**src/rtl/guide_pkg.sv**
```systemverilog
package guide_pkg;
  localparam logic [1:0] DRV_FLOAT = 2'b00;
  localparam logic [1:0] DRV_LOW   = 2'b01;
  localparam logic [1:0] DRV_HIGH  = 2'b10;

  typedef enum logic [1:0] {
    PH_IDLE = 2'd0,
    PH_INC  = 2'd1,
    PH_DEC  = 2'd2
  } phase_e;
endpackage

```
**src/rtl/guide_label_map.sv**
```systemverilog
module guide_label_map #(
  parameter int CLASSES = 10,
  parameter int LBL_W   = 4
) (
  input  logic [LBL_W-1:0]   label_i,
  output logic               valid_o,
  output logic [CLASSES-1:0] nrn_oh_o
);
  always_comb begin
    valid_o = (int'(label_i) < CLASSES);
    for (int k = 0; k < CLASSES; k++) begin
      if (k == CLASSES - 1)
        nrn_oh_o[k] = valid_o && (int'(label_i) == 0);
      else
        nrn_oh_o[k] = valid_o && (int'(label_i) == k + 1);
    end
  end
endmodule

```
**src/rtl/guide_col_plan.sv**
```systemverilog
module guide_col_plan #(
  parameter int CLASSES = 10,
  localparam int COLS = 2 * CLASSES
) (
  input  logic [CLASSES-1:0] nrn_oh_i,
  output logic [COLS-1:0]    inc_mask_o
);
  for (genvar j = 0; j < CLASSES; j++) begin : g_pair
    assign inc_mask_o[2*j]   = nrn_oh_i[j];
    assign inc_mask_o[2*j+1] = ~nrn_oh_i[j];
  end

  always_comb begin
    assert_target_onehot_R1: assert ($onehot0(nrn_oh_i));
  end
endmodule

```
**src/rtl/guide_phase_timer.sv**
```systemverilog
module guide_phase_timer
  import guide_pkg::*;
#(
  parameter int PULSE_CYC = 38,
  localparam int CNT_W = (PULSE_CYC > 1) ? $clog2(PULSE_CYC) : 1
) (
  input  logic clk,
  input  logic rst,
  input  logic start_i,
  output logic busy_o,
  output logic sw_o,
  output logic fin_o
);
  phase_e           phase_q;
  logic [CNT_W-1:0] cnt_q;
  logic             last;

  assign last   = (int'(cnt_q) == PULSE_CYC - 1);
  assign busy_o = (phase_q != PH_IDLE);
  assign sw_o   = (phase_q == PH_INC) && last;
  assign fin_o  = (phase_q == PH_DEC) && last;

  always_ff @(posedge clk) begin
    if (rst) begin
      phase_q <= PH_IDLE;
      cnt_q   <= '0;
    end else begin
      unique case (phase_q)
        PH_IDLE: if (start_i) begin
          phase_q <= PH_INC;
          cnt_q   <= '0;
        end
        PH_INC: if (last) begin
          phase_q <= PH_DEC;
          cnt_q   <= '0;
        end else cnt_q <= cnt_q + 1'b1;
        PH_DEC: if (last) begin
          phase_q <= PH_IDLE;
          cnt_q   <= '0;
        end else cnt_q <= cnt_q + 1'b1;
        default: phase_q <= PH_IDLE;
      endcase
    end
  end

  assert_dec_follows_inc_R4: assert property (@(posedge clk) disable iff (rst)
    (phase_q == PH_INC && last) |=> (phase_q == PH_DEC));
  assert_idle_after_dec_R8: assert property (@(posedge clk) disable iff (rst)
    (phase_q == PH_DEC && last) |=> (phase_q == PH_IDLE));
endmodule

```
**src/rtl/guide_update_driver.sv**
```systemverilog
module guide_update_driver
  import guide_pkg::*;
#(
  parameter int ROWS      = 100,
  parameter int CLASSES   = 10,
  parameter int LBL_W     = 4,
  parameter int PULSE_CYC = 38,
  localparam int COLS = 2 * CLASSES
) (
  input  logic              clk,
  input  logic              rst,
  input  logic              train_en_i,
  input  logic              upd_stb_i,
  input  logic [ROWS-1:0]   in_vec_i,
  input  logic [LBL_W-1:0]  label_i,
  output logic [2*ROWS-1:0] row_drv_o,
  output logic [2*COLS-1:0] col_drv_o,
  output logic              done_o,
  output logic              err_o
);
  logic               lbl_ok;
  logic [CLASSES-1:0] nrn_oh;
  logic [COLS-1:0]    inc_mask;
  logic [ROWS-1:0]    vec_q;
  logic [COLS-1:0]    inc_q;
  logic               busy, sw, fin, accept, start;
  logic [2*ROWS-1:0]  row_nxt;
  logic [2*COLS-1:0]  col_nxt;

  guide_label_map #(.CLASSES(CLASSES), .LBL_W(LBL_W)) u_map (
    .label_i(label_i), .valid_o(lbl_ok), .nrn_oh_o(nrn_oh));

  guide_col_plan #(.CLASSES(CLASSES)) u_plan (
    .nrn_oh_i(nrn_oh), .inc_mask_o(inc_mask));

  guide_phase_timer #(.PULSE_CYC(PULSE_CYC)) u_tmr (
    .clk(clk), .rst(rst), .start_i(start),
    .busy_o(busy), .sw_o(sw), .fin_o(fin));

  assign accept = upd_stb_i && !busy;
  assign start  = accept && train_en_i && lbl_ok;

  always_comb begin
    row_nxt = row_drv_o;
    col_nxt = col_drv_o;
    if (start) begin
      for (int r = 0; r < ROWS; r++)
        row_nxt[2*r +: 2] = in_vec_i[r] ? DRV_HIGH : DRV_FLOAT;
      for (int c = 0; c < COLS; c++)
        col_nxt[2*c +: 2] = inc_mask[c] ? DRV_LOW : DRV_FLOAT;
    end else if (sw) begin
      for (int r = 0; r < ROWS; r++)
        row_nxt[2*r +: 2] = vec_q[r] ? DRV_LOW : DRV_FLOAT;
      for (int c = 0; c < COLS; c++)
        col_nxt[2*c +: 2] = inc_q[c] ? DRV_FLOAT : DRV_HIGH;
    end else if (fin) begin
      row_nxt = '0;
      col_nxt = '0;
    end
  end

  always_ff @(posedge clk) begin
    if (rst) begin
      row_drv_o <= '0;
      col_drv_o <= '0;
      vec_q     <= '0;
      inc_q     <= '0;
      done_o    <= 1'b0;
      err_o     <= 1'b0;
    end else begin
      row_drv_o <= row_nxt;
      col_drv_o <= col_nxt;
      done_o    <= fin || (accept && !start);
      if (accept) err_o <= train_en_i && !lbl_ok;
      if (start) begin
        vec_q <= in_vec_i;
        inc_q <= inc_mask;
      end
    end
  end

  assert_train_off_R7: assert property (@(posedge clk) disable iff (rst)
    (upd_stb_i && !busy && !train_en_i) |=> (done_o && !err_o && row_drv_o == '0));
  assert_bad_label_R6: assert property (@(posedge clk) disable iff (rst)
    (upd_stb_i && !busy && train_en_i && !lbl_ok) |=> (done_o && err_o && col_drv_o == '0));
  assert_busy_ignored_R9: assert property (@(posedge clk) disable iff (rst)
    (busy && upd_stb_i && !fin) |=> ($stable(vec_q) && $stable(inc_q)));
  assert_done_after_fin_R8: assert property (@(posedge clk) disable iff (rst)
    fin |=> (done_o && row_drv_o == '0));
endmodule

```
**config.mk**
```make
export PLATFORM = sky130hd
export DESIGN_NAME = guide_update_driver
export DESIGN_NICKNAME = d
export VERILOG_FILES = /design/src/rtl/guide_pkg.sv /design/src/rtl/guide_label_map.sv /design/src/rtl/guide_col_plan.sv /design/src/rtl/guide_phase_timer.sv /design/src/rtl/guide_update_driver.sv
export SDC_FILE = /design/constraint.sdc
export NUM_CORES = 1
export LEC_CHECK = 0
export BUFFER_PORTS_ARGS = -buffer_cell sky130_fd_sc_hd__buf_2
export CAP_MARGIN = 30
export CORE_ASPECT_RATIO = 1.75
export CORE_UTILIZATION = 25
export CTS_CLUSTER_SIZE = 16
export DETAILED_ROUTE_END_ITERATION = 8
export SKIP_LAST_GASP = 1
export SLEW_MARGIN = 25
export SYNTH_ARGS = -nofsm -noshare
export SYNTH_HDL_FRONTEND = slang
export SYNTH_SLANG_ARGS = --single-unit
```
**constraint.sdc**
```tcl
create_clock -name clk -period 4.8 [get_ports clk]
set_input_delay 0.24 -clock clk [delete_from_list [all_inputs] [get_ports clk]]
set_output_delay 0.24 -clock clk [all_outputs]
set_load 0.01 [all_outputs]
```
==> impl_metrics.env, run 1 <==
export IMPL_post_place_ws_ps=1770
export IMPL_layout_common_cells="dfxtp_1, buf_2, nand2_1"
export IMPL_path_clk_slew_ps=60
export IMPL_hold_viol=0
export IMPL_p_leak_nw=6.99
export IMPL_finalWirelength_um=37300
export IMPL_path_cells="inv_1 > ha_1 > and3_1 > nand2_8 > nor2_4 > buf_12 > a22o_1"
export IMPL_grt_max_degree=130
export IMPL_numCtsBuffers=35
export IMPL_remaining_drc_errors=0
export IMPL_finalClockSkew_ps=17.4
export IMPL_post_route_period_util_pct=64.0
export IMPL_dieArea_um2=49600
export IMPL_antenna_found_initial=1
export IMPL_clock_path_buffers=3
export IMPL_min_from="upd_stb_i"
export IMPL_start_util_pct=25.4
export IMPL_cts_root_buf="clkbuf_16"
export IMPL_syn_nets=1262
export IMPL_fin_nets=1666
export IMPL_rows=106
export IMPL_setup_ws_ps=1730
export IMPL_gp_congestion=0.802
export IMPL_critPathBufInv=2
export IMPL_rsz0062_at_grt="no"
export IMPL_drt_pass1_iterations=5
export IMPL_overflow=0
export IMPL_min_path_cells=4
export IMPL_relSlewSlack_pct=39.7
export IMPL_die_height_um=294
export IMPL_hold_end="err_o"
export IMPL_num_antenna_cells=0
export IMPL_crit_arrival_ps=3530
export IMPL_area_growth_pct=36.4
export IMPL_fmax_ghz=0.326
export IMPL_worst_setup_path_end_kind="flip-flop"
export IMPL_required_ps=5260
export IMPL_grt_pass1_wl_um=57200
export IMPL_drive_gt1_share_pct=27.1
export IMPL_io_pins=350
export IMPL_reg2reg_from="u_tmr.phase_q[0]"
export IMPL_drt_initial_drc_count=511
export IMPL_fp_coreArea_um2=47900
export IMPL_cts_resized=0
export IMPL_ys_warn_count=0
export IMPL_syn_inst=1148
export IMPL_mostFrequentLayoutCell="dfxtp_1"
export IMPL_drv_cap=0
export IMPL_max_vdd_ir_drop_v=0.000258
export IMPL_hold_class="input pin to flip-flop"
export IMPL_synth_edff_count=0
export IMPL_synth_area_um2=12200
export IMPL_drv_slew=0
export IMPL_clock_latency_ps=520
export IMPL_cpMaxStageDelayCell="nor2_4"
export IMPL_cp_start_kind="flip-flop"
export IMPL_cp_max_fo=129
export IMPL_rr_worst_depth=7
export IMPL_syn_avg_cell_area_um2=10.6
export IMPL_critPathMaxStageDelay_ps=710
export IMPL_grt_total_usage_pct=14.5
export IMPL_timing_rr_end="row_drv_o[181]"
export IMPL_hpwl_um=24600
export IMPL_ant_nets=0
export IMPL_synth_seq_cells=370
export IMPL_routedWlPerCell_um=16.8
export IMPL_io_buffers=349
export IMPL_tightest_slew_ps=905
export IMPL_synth_ff_type="dfxtp_1"
export IMPL_period_needed_ps=3070
export IMPL_num_vias=10440
export IMPL_yosysSeqAreaShare_pct=60.9
export IMPL_cts_tree="built"
export IMPL_avgViaCountPerCell=4.70
export IMPL_finalSetupTns_ps=0
export IMPL_postCtsHoldBufs=100
export IMPL_post_cts_setup_buffers=0
export IMPL_async_flop_share_pct=0
export IMPL_first_global_vias=10279
export IMPL_htree_levels=2
export IMPL_crit_family="simple AND/OR/NAND/NOR gates"
export IMPL_critical_path_class="flip-flop to flip-flop"
export IMPL_status="finished clean"
export IMPL_cts_sinks=370
export IMPL_setup_viol_count_final=0
export IMPL_synth_cell_types=43
export IMPL_die_w_um=169
export IMPL_power_density_nw_per_um2=398
export IMPL_r2r_setup_slack_ps=1730
-- through the flow --
step | util, % | cells | area, um2 | hold WS [ps] | power (mW)
floorplan | - | 1148 | 12200 | 373 | 3.69
global placement | 30.3 | 2061 | 14500 | 420 | 3.94
detailed placement | 30.3 | 2063 | 14500 | 423 | 3.95
CTS | 34.6 | 2222 | 16600 | 67.6 | 6.69
global route | 34.6 | 2222 | 16600 | 101 | 6.88
finish | 34.6 | 2222 | 16600 | 97.7 | 6.59
-- how the worst max path moves through the flow --
stage	from	endpoint	depth (start not counted)
2_1_floorplan	u_tmr.phase_q[0]	col_drv_o[13]	7
3_3_place_gp	u_tmr.phase_q[0]	row_drv_o[185]	7
3_5_place_dp	u_tmr.phase_q[0]	row_drv_o[173]	7
4_1_cts	u_tmr.phase_q[0]	row_drv_o[181]	7
5_1_grt	u_tmr.phase_q[0]	row_drv_o[181]	7
6_report	u_tmr.phase_q[0]	row_drv_o[181]	7
-- tightest hold or removal path, cell delays in order --
cell and delay (ps):
buf_2 110, nand2_1 80, a22oi_1 80, nor2_1 70
-- sequential cells by signal, indices dropped and copies added (netlist names) --
register and flops:
err_o 1, inc_q 20, done_o 1, u_tmr.phase_q 2, vec_q 100, row_drv_o 200, u_tmr.cnt_q 6, col_drv_o 40
-- kinds of logic after synthesis --
group / count (synthesis) / share of synthesized area, %
adder cells (fa/ha/maj): 6 / 0.617
flip-flops: 370 / 60.9
multiplexers: 1 / 0.0823
buffers and inverters: 110 / 3.94
AO/OA/AOI/OAI: 377 / 24.7
AND/OR/NAND/NOR: 284 / 9.79
-- routing by layer --
layer / track usage, % / share of wire, % / up-vias
met4: 8.09 / 5.1 / 2
met2: 25.7 / 51 / 321
met1: 16.1 / 39 / 5032
met3: 2.82 / 5.1 / 95
met5: 0 / 0.035 / -
li1: - / - / 4990
-- cell type report --
class	count	area, um2
fill	4830	31300
sequential	370	7410
multi-input combinational	668	4310
timing repair buffer	472	2970
clock buffer	53	1030
tap	648	811
clock inverter	6	43.8
inverter	5	18.8
-- synthesized netlist by cell type (2+ instances only) --
| cell | count | area, um2 |
|---|---|---|
| a211oi_1 | 7 | 52.6 |
| ha_1 | 6 | 75.1 |
| nor2_2 | 2 | 12.5 |
| a22o_1 | 122 | 1070 |
| nand4b_1 | 2 | 17.5 |
| nand3b_1 | 2 | 15.0 |
| a22oi_1 | 9 | 67.6 |
| o2bb2ai_1 | 18 | 158 |
| nand2_1 | 214 | 803 |
| nor2_1 | 26 | 97.6 |
| nand3_1 | 4 | 20.0 |
| buf_2 | 53 | 265 |
| a32o_1 | 100 | 1000 |
| a21o_1 | 4 | 30.0 |
| and3_1 | 3 | 18.8 |
| nor3b_1 | 3 | 22.5 |
| a21oi_1 | 106 | 531 |
| buf_1 | 4 | 15.0 |
| nor2b_1 | 5 | 31.3 |
| o32ai_1 | 3 | 26.3 |
| nor3_1 | 4 | 20.0 |
| nand2b_1 | 7 | 43.8 |
| clkbuf_1 | 48 | 180 |
| dfxtp_1 | 370 | 7410 |
| inv_1 | 5 | 18.8 |
| nor4b_1 | 2 | 17.5 |
| or3_1 | 3 | 18.8 |
-- where the power goes --
group / switching [mW] / total, mW / leakage [nW] / internal [mW]
Combinational: 0.408 / 0.682 / 3.48 / 0.274
Sequential: 0.0652 / 3.26 / 3.00 / 3.20
Clock: 1.17 / 2.65 / 0.520 / 1.48
No activity file was read; power rests on OpenSTA's default activity.
==> inputs of run 2 (changes only) <==
Settings changed: ABC_AREA set to 1.
Clock period 4.8 ns to 2.75 ns, I/O delays scaled along.
==> impl_metrics.env, run 2 <==
export IMPL_synth_ff_type="dfxtp_1"
export IMPL_first_global_vias=11477
export IMPL_rows=111
export IMPL_grt_max_degree=137
export IMPL_max_vdd_ir_drop_v=0.000519
export IMPL_async_flop_share_pct=0
export IMPL_dp_cells=2493
export IMPL_worst_setup_path_end_kind="flip-flop"
export IMPL_cts_tree="built"
export IMPL_synth_top_cells_by_area="dfxtp_1, a21oi_1, nand2_1, nand3_1, nand3_2"
export IMPL_finalClockSkew_ps=24.1
export IMPL_relSlewSlack_pct=49.4
export IMPL_grt_total_usage_pct=14.0
export IMPL_ys_warn_count=0
export IMPL_syn_avg_cell_area_um2=8.44
export IMPL_dieArea_um2=54400
export IMPL_start_util_pct=25.4
export IMPL_clock_path_buffers=3
export IMPL_area_growth_pct=32.6
export IMPL_htree_levels=2
export IMPL_die_w_um=177
export IMPL_largest_reg_flops=200
export IMPL_critical_path_class="flip-flop to flip-flop"
export IMPL_syn_inst=1584
export IMPL_synth_seq_cells=370
export IMPL_overflow=0
export IMPL_hpwl_um=26100
export IMPL_synth_cell_types=24
export IMPL_grt_pass1_wl_um=61100
export IMPL_fin_nets=2071
export IMPL_postCtsHoldBufs=103
export IMPL_mostFrequentLayoutCell="nand2_1"
export IMPL_io_buffers=349
export IMPL_routedWlPerCell_um=15.0
export IMPL_layout_common_cells="nand2_1, dfxtp_1, buf_2"
export IMPL_gp_congestion=0.775
export IMPL_synth_edff_count=0
export IMPL_cts_root_buf="clkbuf_16"
export IMPL_yosysMostFrequentCell="nand2_1"
export IMPL_clock_latency_ps=530
export IMPL_synth_largest_area_cell="dfxtp_1"
export IMPL_drv_cap=0
export IMPL_cts_resized=0
export IMPL_fp_coreArea_um2=52600
export IMPL_avgViaCountPerCell=4.51
export IMPL_tightest_slew_ps=758
export IMPL_largestRegisters="row_drv_o: 200 flops, vec_q: 100 flops, col_drv_o: 40 flops"
export IMPL_p_leak_nw=7.04
export IMPL_antenna_found_initial=1
export IMPL_synth_top_area_share_pct=55.4
export IMPL_fmax_ghz=0.452
export IMPL_remaining_drc_errors=0
export IMPL_status="finished clean"
export IMPL_numCtsBuffers=37
export IMPL_num_vias=11977
export IMPL_regMostFlops="row_drv_o"
export IMPL_drive_gt1_share_pct=24.8
export IMPL_finalWirelength_um=39700
export IMPL_drt_pass1_iterations=6
export IMPL_drv_slew=0
export IMPL_rsz0062_at_grt="no"
export IMPL_setup_viol_count_final=0
export IMPL_die_height_um=308
export IMPL_synth_area_um2=13400
export IMPL_fin_util_pct=33.7
export IMPL_yosysSeqAreaShare_pct=55.4
export IMPL_cp_start_kind="flip-flop"
export IMPL_syn_nets=1698
export IMPL_ant_nets=0
export IMPL_power_density_nw_per_um2=674
export IMPL_synth_common_cells="nand2_1, dfxtp_1, a21oi_1"
export IMPL_hold_viol=0
export IMPL_final_instance_count_excl_fill=2657
export IMPL_path_clk_slew_ps=70
export IMPL_drt_initial_drc_count=682
export IMPL_cp_max_fo=50
export IMPL_io_pins=350
export IMPL_crit_arrival_ps=2660
export IMPL_required_ps=3200
export IMPL_post_route_period_util_pct=80.4
export IMPL_hold_class="input pin to flip-flop"
export IMPL_finalSetupTns_ps=0
export IMPL_period_needed_ps=2210
export IMPL_post_cts_setup_buffers=0
export IMPL_cts_sinks=370
[run 2: changes by cell type after synthesis, moves of 9 or more]
cell       previous run  this run
nand3_2               0        50
a22oi_1               9         0
nand2_1             214       395
a21oi_2               0        10
inv_1                 5        25
a22o_1              122         0
buf_2                53        35
a21oi_1             106       339
buf_4                 0        28
a32o_1              100         0
nand3_1               4       187
o2bb2ai_1            18         0
nor2_1               26        48
[run 2: layout make-up]
class / count / area [um2]
clock buffers: 47 / 1030
multi-input cells: 1056 / 5120
clock inverters: 13 / 201
repair buffers: 465 / 3000
inverters: 27 / 106
fillers: 5436 / 34900
diodes: 1 / 2.50
well taps: 678 / 848
flip-flops and latches: 370 / 7410
[run 2: final timing paths]
check	cells past startpoint	to	from	slack [ps]
worst min register to register	2	row_drv_o[7]	row_drv_o[7]	460
worst max register to register	9	row_drv_o[151]	u_tmr.phase_q[1]	540
worst min-delay path	4	col_drv_o[20]	label_i[0]	30
worst max-delay path	9	row_drv_o[151]	u_tmr.phase_q[1]	540
[run 2: report_power, final]
part | switching, mW | internal [mW] | total [mW]
Combinational | 0.672 | 0.399 | 1.07
Clock | 2.09 | 3.11 | 5.20
Sequential | 0.105 | 5.56 | 5.66
[run 2: metrics by stage]
| stage | area, um2 | total power, mW | hold WS [ps] | setup slack [ps] |
|---|---|---|---|---|
| after floorplan | 13400 | 6.41 | 298 | 1170 |
| after global placement | 15400 | 6.71 | 412 | 593 |
| after detailed placement | 15400 | 6.74 | 422 | 546 |
| after CTS | 17700 | 12.1 | 1.69 | 528 |
| after global routing | 17700 | 12.5 | 48.1 | 297 |
| final | 17700 | 11.9 | 34.3 | 540 |
[run 2: cells by family (layout without fill, tap and decap cells)]
logic type,after synthesis,count (layout),share of synthesized area (%)
AND/OR/NAND/NOR,692,692,23.9
flip-flops,370,370,55.4
AO/OA/AOI/OAI,358,358,13.7
buffers and inverters,158,552,6.43
adder cells (fa/ha/maj),6,6,0.562
other,0,1,0
[run 2: layer usage]
layer | GRT usage (%) | vias up | part of all wire (%)
li1 | - | 6017 | -
met1 | 15.5 | 5556 | 40
met2 | 24.8 | 331 | 50
met3 | 3.78 | 73 | 6.6
met4 | 6.44 | 0 | 3.5
met5 | 0 | - | 0
[run 2: critical path, stage by stage, from the launching register on]
cell and delay (ps):
dfxtp_1 330, inv_1 100, ha_1 210, nand2_1 120
nor2_4 160, nand2_8 200, inv_4 130, buf_4 480
nand2_1 170, a21oi_1 200
==> inputs of run 3 (changes only) <==
Settings changed: ABC_AREA 1 to 0.
Clock period 2.75 ns to 1.95 ns, I/O delays scaled along.
==> impl_metrics.env, run 3 (same netlist as run 1, synthesis figures left out) <==
export IMPL_status="finished clean"
export IMPL_p_leak_nw=7.45
export IMPL_finalClockSkew_ps=19.1
export IMPL_fin_util_pct=36.6
export IMPL_clock_path_buffers=3
export IMPL_critical_path_class="flip-flop to flip-flop"
export IMPL_antenna_found_initial=1
export IMPL_area_growth_pct=44.1
export IMPL_period_needed_ps=1900
export IMPL_cts_sinks=370
export IMPL_worst_setup_path_end_kind="flip-flop"
export IMPL_largest_reg_flops=200
export IMPL_dpl_instance_area_um2=15100
export IMPL_regMostFlops="row_drv_o"
export IMPL_post_route_period_util_pct=97.4
export IMPL_drive_gt1_share_pct=30.6
export IMPL_fp_coreArea_um2=47900
export IMPL_min_from="label_i[3]"
export IMPL_remaining_drc_errors=0
export IMPL_cts_tree="built"
export IMPL_hold_end="col_drv_o[34]"
export IMPL_crit_arrival_ps=2350
export IMPL_required_ps=2400
export IMPL_holdWs_ps=38.1
export IMPL_path_clk_slew_ps=70
export IMPL_setup_viol_count_final=0
export IMPL_setup_ws_ps=51.6
export IMPL_first_global_vias=10657
export IMPL_numCtsBuffers=36
export IMPL_r2r_setup_slack_ps=50
export IMPL_cp_max_fo=18
export IMPL_io_buffers=349
export IMPL_power_density_nw_per_um2=961
export IMPL_final_instance_count_excl_fill=2284
export IMPL_min_path_cells=4
export IMPL_layout_common_cells="dfxtp_1, buf_2, nand2_1"
export IMPL_drv_slew=0
export IMPL_largestRegisters="row_drv_o: 200 flops, vec_q: 100 flops, col_drv_o: 40 flops"
export IMPL_fmax_ghz=0.527
export IMPL_grt_max_degree=62
export IMPL_drt_initial_drc_count=562
export IMPL_nFillCells=4783
export IMPL_cp_start_kind="flip-flop"
export IMPL_cts_root_buf="clkbuf_16"
export IMPL_grt_total_usage_pct=15.0
export IMPL_hold_class="input pin to flip-flop"
export IMPL_finalWirelength_um=39300
export IMPL_drv_cap=0
export IMPL_die_w_um=169
export IMPL_grt_pass1_wl_um=58700
export IMPL_io_pins=350
export IMPL_gp_congestion=0.825
export IMPL_tightest_slew_ps=753
export IMPL_dieArea_um2=49600
export IMPL_mostFrequentLayoutCell="dfxtp_1"
export IMPL_overflow=0
export IMPL_rr_worst_depth=8
export IMPL_drt_pass1_iterations=5
export IMPL_timing_rr_end="row_drv_o[99]"
export IMPL_die_height_um=294
export IMPL_post_place_ws_ps=-22.1
export IMPL_relSlewSlack_pct=49.4
export IMPL_rows=106
export IMPL_htree_levels=2
export IMPL_start_util_pct=25.4
export IMPL_max_vdd_ir_drop_v=0.000604
export IMPL_routedWlPerCell_um=17.2
export IMPL_avgViaCountPerCell=4.70
export IMPL_reg2reg_from="u_tmr.phase_q[1]"
export IMPL_clock_latency_ps=520
export IMPL_num_antenna_cells=0
export IMPL_hold_viol=0
export IMPL_dp_cells=2107
export IMPL_fin_area_um2=17500
export IMPL_num_vias=10740
export IMPL_ant_nets=0
export IMPL_hpwl_um=26400
export IMPL_fin_nets=1726
run 3: cell count changes in the layout (fill, tap and decap cells not counted), moves of 10 or more:
| cell | delta |
|---|---|
| a21oi_1 | -233 |
| nand3_1 | -183 |
| nand2_1 | -181 |
| a22o_1 | +122 |
| a32o_1 | +100 |
| nand3_2 | -49 |
| buf_4 | +40 |
| nor2_1 | -23 |
| inv_1 | -22 |
| o2bb2ai_1 | +18 |
| a21oi_2 | -10 |
| buf_12 | +10 |
run 3: power breakdown:
group,total (mW),switching [mW],internal (mW),leakage [nW]
registers,8.04,0.166,7.87,3.00
clock network,6.81,2.97,3.84,0.559
logic,2.00,1.08,0.918,3.89
run 3: how the worst max path moves through the flow:
stage                           to  cells after the start  slack [ps]        startpoint
floorplan            col_drv_o[13]                      7         140  u_tmr.phase_q[0]
global placement    row_drv_o[183]                      7          20  u_tmr.phase_q[1]
detailed placement  row_drv_o[182]                      7         -20  u_tmr.phase_q[0]
CTS                   col_drv_o[4]                      8           4  u_tmr.phase_q[1]
global route        row_drv_o[107]                      8         -10  u_tmr.phase_q[1]
finish               row_drv_o[99]                      8          50  u_tmr.phase_q[1]
run 3: stage by stage:
stage	total power [mW]	setup TNS, ps
CTS	17.0	0
global route	17.6	-143
global placement	9.91	0
detailed placement	9.93	-268
finish	16.8	0
floorplan	9.09	0
run 3: routing by layer:
metal,track usage (%),wire [um]
met1,16.0,15200
met2,27.2,20100
met3,2.56,1710
met4,9.02,2260
met5,0,12
run 3: layout make-up:
type                    count  area, um2  share of cell area [%]
well taps                 648        811                    4.63
clock buffers              49       1020                    5.83
inverters                   5       18.8                   0.107
flip-flops and latches    370       7410                    42.3
repair buffers            531       3780                    21.6
clock inverters            13        115                   0.657
multi-input cells         668       4360                    24.9
run 3: worst max-delay path, cell delays in order (launching register included):
cell and delay, ps:
dfxtp_2 350, inv_2 60, ha_1 200, or2_4 270
a211oi_4 270, buf_6 150, buf_12 170, clkbuf_16 200
a22o_1 130
run 3: what timing repair did:
action,in CTS,in global routing
pin swaps,1,4
hold buffers,105,0
resized for setup,4,24
setup endpoints to repair,124,277
hold endpoints to repair,209,0
buffers inserted,4,2
gates cloned,1,4
